**config.mk**
```make
export PLATFORM = sky130hd
export DESIGN_NAME = oc_timer
export DESIGN_NICKNAME = d
export VERILOG_FILES = /design/src/rtl/tmr_pkg.sv /design/src/rtl/tmr_ctrl.sv /design/src/rtl/tmr_datapath.sv /design/src/rtl/oc_timer.sv
export SDC_FILE = /design/constraint.sdc
export NUM_CORES = 1
export LEC_CHECK = 0
export BUFFER_PORTS_ARGS = -buffer_cell sky130_fd_sc_hd__buf_4
export CAP_MARGIN = 20
export CORE_ASPECT_RATIO = 1.2
export CORE_MARGIN = 4
export CORE_UTILIZATION = 53
export DETAILED_ROUTE_END_ITERATION = 6
export PLACE_DENSITY = 0.69
export SLEW_MARGIN = 20
export SYNTH_ARGS = -nofsm -noshare
export SYNTH_HDL_FRONTEND = slang
export SYNTH_SLANG_ARGS = --single-unit
```
**constraint.sdc**
```tcl
create_clock -name clk -period 4.1 [get_ports clk]
set_input_delay 0.82 -clock clk [delete_from_list [all_inputs] [get_ports clk]]
set_output_delay 0.82 -clock clk [all_outputs]
set_load 0.03 [all_outputs]
```
**src/rtl/tmr_pkg.sv**
```systemverilog
package tmr_pkg;
  localparam int CH_N     = 8;
  localparam int CNT_W    = 16;
  localparam int BYTE_W   = 8;
  localparam int PRE_W    = 8;
  localparam int DIVC_W   = 3;
  localparam int ACT_W    = 2;
  localparam int ADDR_W   = 5;
  localparam int CH_IDX_W = $clog2(CH_N);

  localparam logic [ADDR_W-1:0] REG_OC    = 5'h00;
  localparam logic [ADDR_W-1:0] REG_IE    = 5'h01;
  localparam logic [ADDR_W-1:0] REG_OVT   = 5'h02;
  localparam logic [ADDR_W-1:0] REG_CTRL  = 5'h03;
  localparam logic [ADDR_W-1:0] REG_DIV   = 5'h04;
  localparam logic [ADDR_W-1:0] REG_PDIV  = 5'h05;
  localparam logic [ADDR_W-1:0] REG_ACTL  = 5'h06;
  localparam logic [ADDR_W-1:0] REG_ACTH  = 5'h07;
  localparam logic [ADDR_W-1:0] REG_FLG   = 5'h08;
  localparam logic [ADDR_W-1:0] REG_OVF   = 5'h09;
  localparam logic [ADDR_W-1:0] REG_CNTH  = 5'h0A;
  localparam logic [ADDR_W-1:0] REG_CNTL  = 5'h0B;
  localparam logic [ADDR_W-1:0] CMP_BASE  = 5'h10;

  typedef enum logic [ACT_W-1:0] {
    ACT_HOLD   = 2'b00,
    ACT_TOGGLE = 2'b01,
    ACT_CLEAR  = 2'b10,
    ACT_SET    = 2'b11
  } actE;

  typedef struct packed {
    logic                    run;
    logic                    fastClr;
    logic                    precise;
    logic [DIVC_W-1:0]       divCode;
    logic [PRE_W-1:0]        precDiv;
    logic [CH_N-1:0]         ocSel;
    logic [CH_N-1:0]         ovfTog;
    logic [CH_N*ACT_W-1:0]   act;
  } cfgT;

  typedef struct packed {
    logic [CH_N-1:0]  cmpLoad;
    logic [CNT_W-1:0] cmpValue;
    logic [CH_N-1:0]  flagClr;
    logic             ovfClr;
  } strobeT;
endpackage

```
**src/rtl/tmr_ctrl.sv**
```systemverilog
module tmr_ctrl
  import tmr_pkg::*;
(
  input  logic                        clk,
  input  logic                        rst,
  input  logic                        busWr,
  input  logic [ADDR_W-1:0]           busAddr,
  input  logic [BYTE_W-1:0]           busWdata,
  input  logic [CNT_W-1:0]            cntVal,
  input  logic [CH_N-1:0]             flagVal,
  input  logic                        ovfVal,
  input  logic [CH_N-1:0][CNT_W-1:0]  cmpVal,
  output cfgT                         cfg,
  output strobeT                      stb,
  output logic [BYTE_W-1:0]           busRdata,
  output logic                        irq
);
  logic [CH_N-1:0]    irqEn;
  logic [BYTE_W-1:0]  holdHi;
  logic               inCmp;
  logic [ADDR_W-1:0]  cmpOff;
  logic [CH_IDX_W-1:0] chSel;
  logic               isLowByte;

  assign inCmp     = busAddr >= CMP_BASE;
  assign cmpOff    = busAddr - CMP_BASE;
  assign chSel     = CH_IDX_W'(cmpOff >> 1);
  assign isLowByte = cmpOff[0];

  // Configuration registers and the staged high compare byte
  always_ff @(posedge clk) begin
    if (rst) begin
      cfg    <= '0;
      irqEn  <= '0;
      holdHi <= '0;
    end else if (busWr) begin
      if (inCmp) begin
        if (!isLowByte) holdHi <= busWdata;
      end else begin
        case (busAddr)
          REG_OC:   cfg.ocSel   <= busWdata;
          REG_IE:   irqEn       <= busWdata;
          REG_OVT:  cfg.ovfTog  <= busWdata;
          REG_CTRL: {cfg.precise, cfg.fastClr, cfg.run} <= busWdata[2:0];
          REG_DIV:  cfg.divCode <= busWdata[DIVC_W-1:0];
          REG_PDIV: cfg.precDiv <= busWdata;
          REG_ACTL: cfg.act[BYTE_W-1:0]        <= busWdata;
          REG_ACTH: cfg.act[2*BYTE_W-1:BYTE_W] <= busWdata;
          default: ;
        endcase
      end
    end
  end

  // Strobes towards the datapath
  always_comb begin
    stb          = '0;
    stb.cmpValue = {holdHi, busWdata};
    if (busWr) begin
      if (inCmp) begin
        if (isLowByte) begin
          stb.cmpLoad[chSel] = 1'b1;
          if (cfg.fastClr) stb.flagClr[chSel] = 1'b1;
        end
      end else if (busAddr == REG_FLG) begin
        if (!cfg.fastClr) stb.flagClr = busWdata;
      end else if (busAddr == REG_OVF) begin
        stb.ovfClr = busWdata[BYTE_W-1];
      end
    end
  end

  // Read mux
  always_comb begin
    busRdata = '0;
    if (inCmp) begin
      busRdata = isLowByte ? cmpVal[chSel][BYTE_W-1:0] : cmpVal[chSel][CNT_W-1:BYTE_W];
    end else begin
      case (busAddr)
        REG_OC:   busRdata = cfg.ocSel;
        REG_IE:   busRdata = irqEn;
        REG_OVT:  busRdata = cfg.ovfTog;
        REG_CTRL: busRdata = {5'b0, cfg.precise, cfg.fastClr, cfg.run};
        REG_DIV:  busRdata = {{(BYTE_W-DIVC_W){1'b0}}, cfg.divCode};
        REG_PDIV: busRdata = cfg.precDiv;
        REG_ACTL: busRdata = cfg.act[BYTE_W-1:0];
        REG_ACTH: busRdata = cfg.act[2*BYTE_W-1:BYTE_W];
        REG_FLG:  busRdata = flagVal;
        REG_OVF:  busRdata = {ovfVal, {(BYTE_W-1){1'b0}}};
        REG_CNTH: busRdata = cntVal[CNT_W-1:BYTE_W];
        REG_CNTL: busRdata = cntVal[BYTE_W-1:0];
        default:  busRdata = '0;
      endcase
    end
  end

  assign irq = |(flagVal & irqEn);
endmodule

```
**src/rtl/tmr_datapath.sv**
```systemverilog
module tmr_datapath
  import tmr_pkg::*;
(
  input  logic                        clk,
  input  logic                        rst,
  input  cfgT                         cfg,
  input  strobeT                      stb,
  output logic [CNT_W-1:0]            cnt,
  output logic [CH_N-1:0][CNT_W-1:0]  cmpRegs,
  output logic [CH_N-1:0]             flags,
  output logic                        ovfFlag,
  output logic [CH_N-1:0]             pins
);
  localparam int STD_W = PRE_W + 1;

  logic [PRE_W-1:0] preCnt;
  logic [PRE_W-1:0] preLim;
  logic [STD_W-1:0] stdDiv;
  logic             tick;
  logic             wrapNow;
  logic [CNT_W-1:0] cntNext;
  logic [CH_N-1:0]  hit;
  logic [CH_N-1:0]  pinNxt;

  assign stdDiv  = STD_W'(1) << cfg.divCode;
  assign preLim  = cfg.precise ? cfg.precDiv : PRE_W'(stdDiv - STD_W'(1));
  assign tick    = cfg.run && (preCnt >= preLim);
  assign cntNext = cnt + CNT_W'(1);
  assign wrapNow = tick && (cnt == '1);

  always_ff @(posedge clk) begin
    if (rst) begin
      preCnt <= '0;
      cnt    <= '0;
    end else if (cfg.run) begin
      preCnt <= tick ? '0 : preCnt + PRE_W'(1);
      if (tick) cnt <= cntNext;
    end
  end

  // Match detection and next pin state; a compare action beats the wrap toggle
  always_comb begin
    for (int c = 0; c < CH_N; c++) begin
      hit[c]    = tick && cfg.ocSel[c] && (cmpRegs[c] == cntNext);
      pinNxt[c] = pins[c];
      if (hit[c] && (actE'(cfg.act[ACT_W*c +: ACT_W]) != ACT_HOLD)) begin
        case (actE'(cfg.act[ACT_W*c +: ACT_W]))
          ACT_TOGGLE: pinNxt[c] = ~pins[c];
          ACT_CLEAR:  pinNxt[c] = 1'b0;
          ACT_SET:    pinNxt[c] = 1'b1;
          default:    pinNxt[c] = pins[c];
        endcase
      end else if (wrapNow && cfg.ovfTog[c]) begin
        pinNxt[c] = ~pins[c];
      end
    end
  end

  always_ff @(posedge clk) begin
    if (rst) begin
      cmpRegs <= '0;
      flags   <= '0;
      ovfFlag <= 1'b0;
      pins    <= '0;
    end else begin
      for (int c = 0; c < CH_N; c++) begin
        if (stb.cmpLoad[c]) cmpRegs[c] <= stb.cmpValue;
      end
      flags   <= (flags & ~stb.flagClr) | hit;
      ovfFlag <= (ovfFlag & ~stb.ovfClr) | wrapNow;
      pins    <= pinNxt;
    end
  end

  AST_HOLD_WHEN_STOPPED: assert property (@(posedge clk) disable iff (rst)
    !cfg.run |=> $stable(cnt));
  AST_STEP_ON_TICK: assert property (@(posedge clk) disable iff (rst)
    tick |=> cnt == $past(cnt) + CNT_W'(1));
  AST_WRAP_FLAG: assert property (@(posedge clk) disable iff (rst)
    (tick && cnt == '1) |=> ovfFlag);

  for (genvar g = 0; g < CH_N; g++) begin : gChk
    AST_FLAG_ON_MATCH: assert property (@(posedge clk) disable iff (rst)
      hit[g] |=> flags[g]);
    AST_PIN_SET: assert property (@(posedge clk) disable iff (rst)
      (hit[g] && cfg.act[ACT_W*g +: ACT_W] == 2'b11) |=> pins[g]);
    AST_PIN_CLEAR: assert property (@(posedge clk) disable iff (rst)
      (hit[g] && cfg.act[ACT_W*g +: ACT_W] == 2'b10) |=> !pins[g]);
    AST_CMP_STABLE: assert property (@(posedge clk) disable iff (rst)
      !stb.cmpLoad[g] |=> $stable(cmpRegs[g]));
  end
endmodule

```
**src/rtl/oc_timer.sv**
```systemverilog
module oc_timer
  import tmr_pkg::*;
(
  input  logic              clk,
  input  logic              rst,
  input  logic              busWr,
  input  logic [ADDR_W-1:0] busAddr,
  input  logic [BYTE_W-1:0] busWdata,
  output logic [BYTE_W-1:0] busRdata,
  output logic [CH_N-1:0]   pinOut,
  output logic              irq
);
  cfgT                        cfg;
  strobeT                     stb;
  logic [CNT_W-1:0]           cnt;
  logic [CH_N-1:0][CNT_W-1:0] cmpRegs;
  logic [CH_N-1:0]            flags;
  logic                       ovfFlag;

  tmr_ctrl uCtrl (
    .clk(clk), .rst(rst), .busWr(busWr), .busAddr(busAddr), .busWdata(busWdata),
    .cntVal(cnt), .flagVal(flags), .ovfVal(ovfFlag), .cmpVal(cmpRegs),
    .cfg(cfg), .stb(stb), .busRdata(busRdata), .irq(irq)
  );

  tmr_datapath uPath (
    .clk(clk), .rst(rst), .cfg(cfg), .stb(stb),
    .cnt(cnt), .cmpRegs(cmpRegs), .flags(flags), .ovfFlag(ovfFlag), .pins(pinOut)
  );
endmodule

```
==> reports/metrics.cfg <==
[worst_hold_path]
min_path_type = reg2reg

[floorplanning]
coreArea_um2 = 25620
die-area_um2 = 28820
die_w_um = 155.6
pin_count = 33
initial_utilization_pct = 54.10
row_count = 64
dieHeight_um = 185.2

[sta]
final_hold_viol_count = 0
max_clock_freq_ghz = 0.2730
finalSetupTns_ns = 0
drv_slew = 0
setup_viol = 0
grt_setup_unrepaired = no
fin_crit_ns = 3.664
period_share_pct = 89.35
skew_ns = 0.02144
worst_pin_slew_ns = 1.165
slew_headroom_pct = 22.15

[finish]
fillers = 2336
nets = 1732
synthToLayoutAreaGrowth_pct = 11.69
fin_cells = 2051
mostFrequentLayoutCells = nand2_1, dfxtp_1, a21oi_1
layout_commonest_cell = nand2_1
final_layout_size_suffix_gt1_share_pct = 12.34

[synth]
synth_edf_count = 0
ys_ff_latch = 231
synth_area_leaders = dfxtp_1, nand2_1, a21oi_1
synth.distinct_cells = 82
synth_top_area_share_pct = 33.36
synth_area_leader_cell = dfxtp_1
synth_area_um2 = 13860
ys_async_sr_fraction_pct = 0
yosysSeqAreaShare_pct = 33.36
synth_top_flop_cell = dfxtp_1
synth_warnings = 0
syn_avg_cell_area_um2 = 8.145
syn_nets = 1734
syn_inst = 1702

[clock_tree]
hold_buffers = 0
cts_root_buf = clkbuf_16
post_cts_buffers = 0
clk_pin_slew_ns = 0.06
clock-sinks = 231
cts_made_buffers = 26
clk_path_buf_depth = 3
ctsResizeCount = 0
worst_skew_pair.late_latency_ns = 0.55
cts_tree = yes
cts.htree.levels = 1

[pwr]
powerDensity_nw_per_um2 = 323.5
ir_worst_vdd_mv = 0.3150
p_leak_uw = 0.005374

[grt]
gr-total-overflow = 0
antenna_found_initial = 2
grt_use_total_pct = 38.93
grt_max_degree = 121
grt_pass1_wl_um = 83570
grt_pass1_vias = 12660

[placement]
dpl.cell_count = 2002
hpwlAfterDp_um = 41270
port_buffers = 32
place_congestion = 1.099

[route]
post_drt_wl_per_cell_um = 27.73
vias_per_cell = 6.607
drt_wl_total_um = 56880
first_pass_iters = 6
drc_errors = 0
ant_nets = 0
vias = 13550
drt_iter0_drc = 1601

[worst_setup_path]
worstPathMaxFanout = 24
path_class = in2out
start_kind = input port
cp.required_ns = 3.28
arrival_ns = 2.84
endpoint_kind = output pin

[run_status]
status = finished, final reports clean

[run]
drv_cap = 0

registers in the layout, indices dropped and copies added, names as in the netlist:
register / count
uPath.pins: 8
uPath.preCnt: 8
uCtrl.holdHi: 8
uPath.flags: 8
uPath.ovfFlag: 1
uCtrl.irqEn: 8
uPath.cnt: 16
uPath.cmpRegs: 128
uCtrl.cfg: 46
where the power goes:
part	switching (uW)	total, uW	internal (uW)
logic	185	257	72.2
registers	22.3	2280	2260
clock network	1000	2470	1470
total	1210	5010	3800
cells in the mapped netlist, types with 22 or more instances:
| master | number |
|---|---|
| xor2_1 | 43 |
| mux4_2 | 36 |
| nor2_1 | 82 |
| xnor3_1 | 28 |
| dfxtp_1 | 231 |
| a21oi_1 | 219 |
| clkbuf_1 | 108 |
| nand3_1 | 95 |
| mux2i_1 | 22 |
| xnor2_1 | 86 |
| nand4_1 | 23 |
| inv_1 | 26 |
| o21ai_0 | 26 |
| nand2_1 | 375 |
cell type report:
type	count	area, um^2	area share (%)
tap	330	412.9	2.667
sequential	231	4624	29.87
clock inverter	11	152.6	0.9859
multi-input combinational	1311	8632	55.75
timing repair buffer	104	809.5	5.229
inverter	26	97.59	0.6304
antenna	3	7.507	0.04849
clock buffer	35	745.7	4.817
worst paths after layout:
check                                          end  cells past startpoint          startpoint  slack (ns)
worst max-delay path                   busRdata[7]                      7          busAddr[3]        0.44
worst min register to register  uPath.cmpRegs[117]                      2  uPath.cmpRegs[117]        0.48
worst min-delay path            uPath.cmpRegs[117]                      2  uPath.cmpRegs[117]        0.48
worst max register to register       uPath.pins[0]                      9       uCtrl.cfg[43]        0.54
critical path: stages:
cell,delay (ns)
buf_4,0.31
buf_4,0.39
mux4_2,0.36
mux4_2,0.51
nand2_1,0.10
nand4_1,0.11
buf_4,0.20
per-stage QoR:
step           total power [uW]  utilization [%]  instance area, um^2  hold WS (ns)  setup slack (ns)
4_1_cts                    5021            60.39                15470        0.4773            0.4535
5_1_grt                    5123            60.39                15470        0.4966            0.3251
3_3_place_gp               2574            56.88                14580        0.4586            0.4824
2_1_floorplan              2482                -                13860        0.4440           0.09445
6_report                   5009            60.42                15480        0.4782            0.4365
3_5_place_dp               2578            56.88                14580        0.4686            0.4563
layer usage:
layer	vias up	wire length [um]	track usage, %	share of wire [%]
met4	0	4416	24.87	7.8
met3	207	6016	7.034	11
met1	6468	21000	49.97	37
met2	869	25440	60.57	45
li1	6007	-	-	-
met5	-	0	0	0
cells by family (layout without fill, tap and decap cells):
logic type / count (synthesis) / after routing / share of synthesized area, %
buf+inv: 160 / 176 / 4.576
simple gates: 699 / 699 / 23.08
other cells: 0 / 3 / 0
fa+ha+maj: 16 / 16 / 1.444
flops: 231 / 231 / 33.36
compound gates: 370 / 370 / 16.34
xor+xnor: 161 / 161 / 13.17
mux: 65 / 65 / 8.033
(Power assumes the default switching activity.)
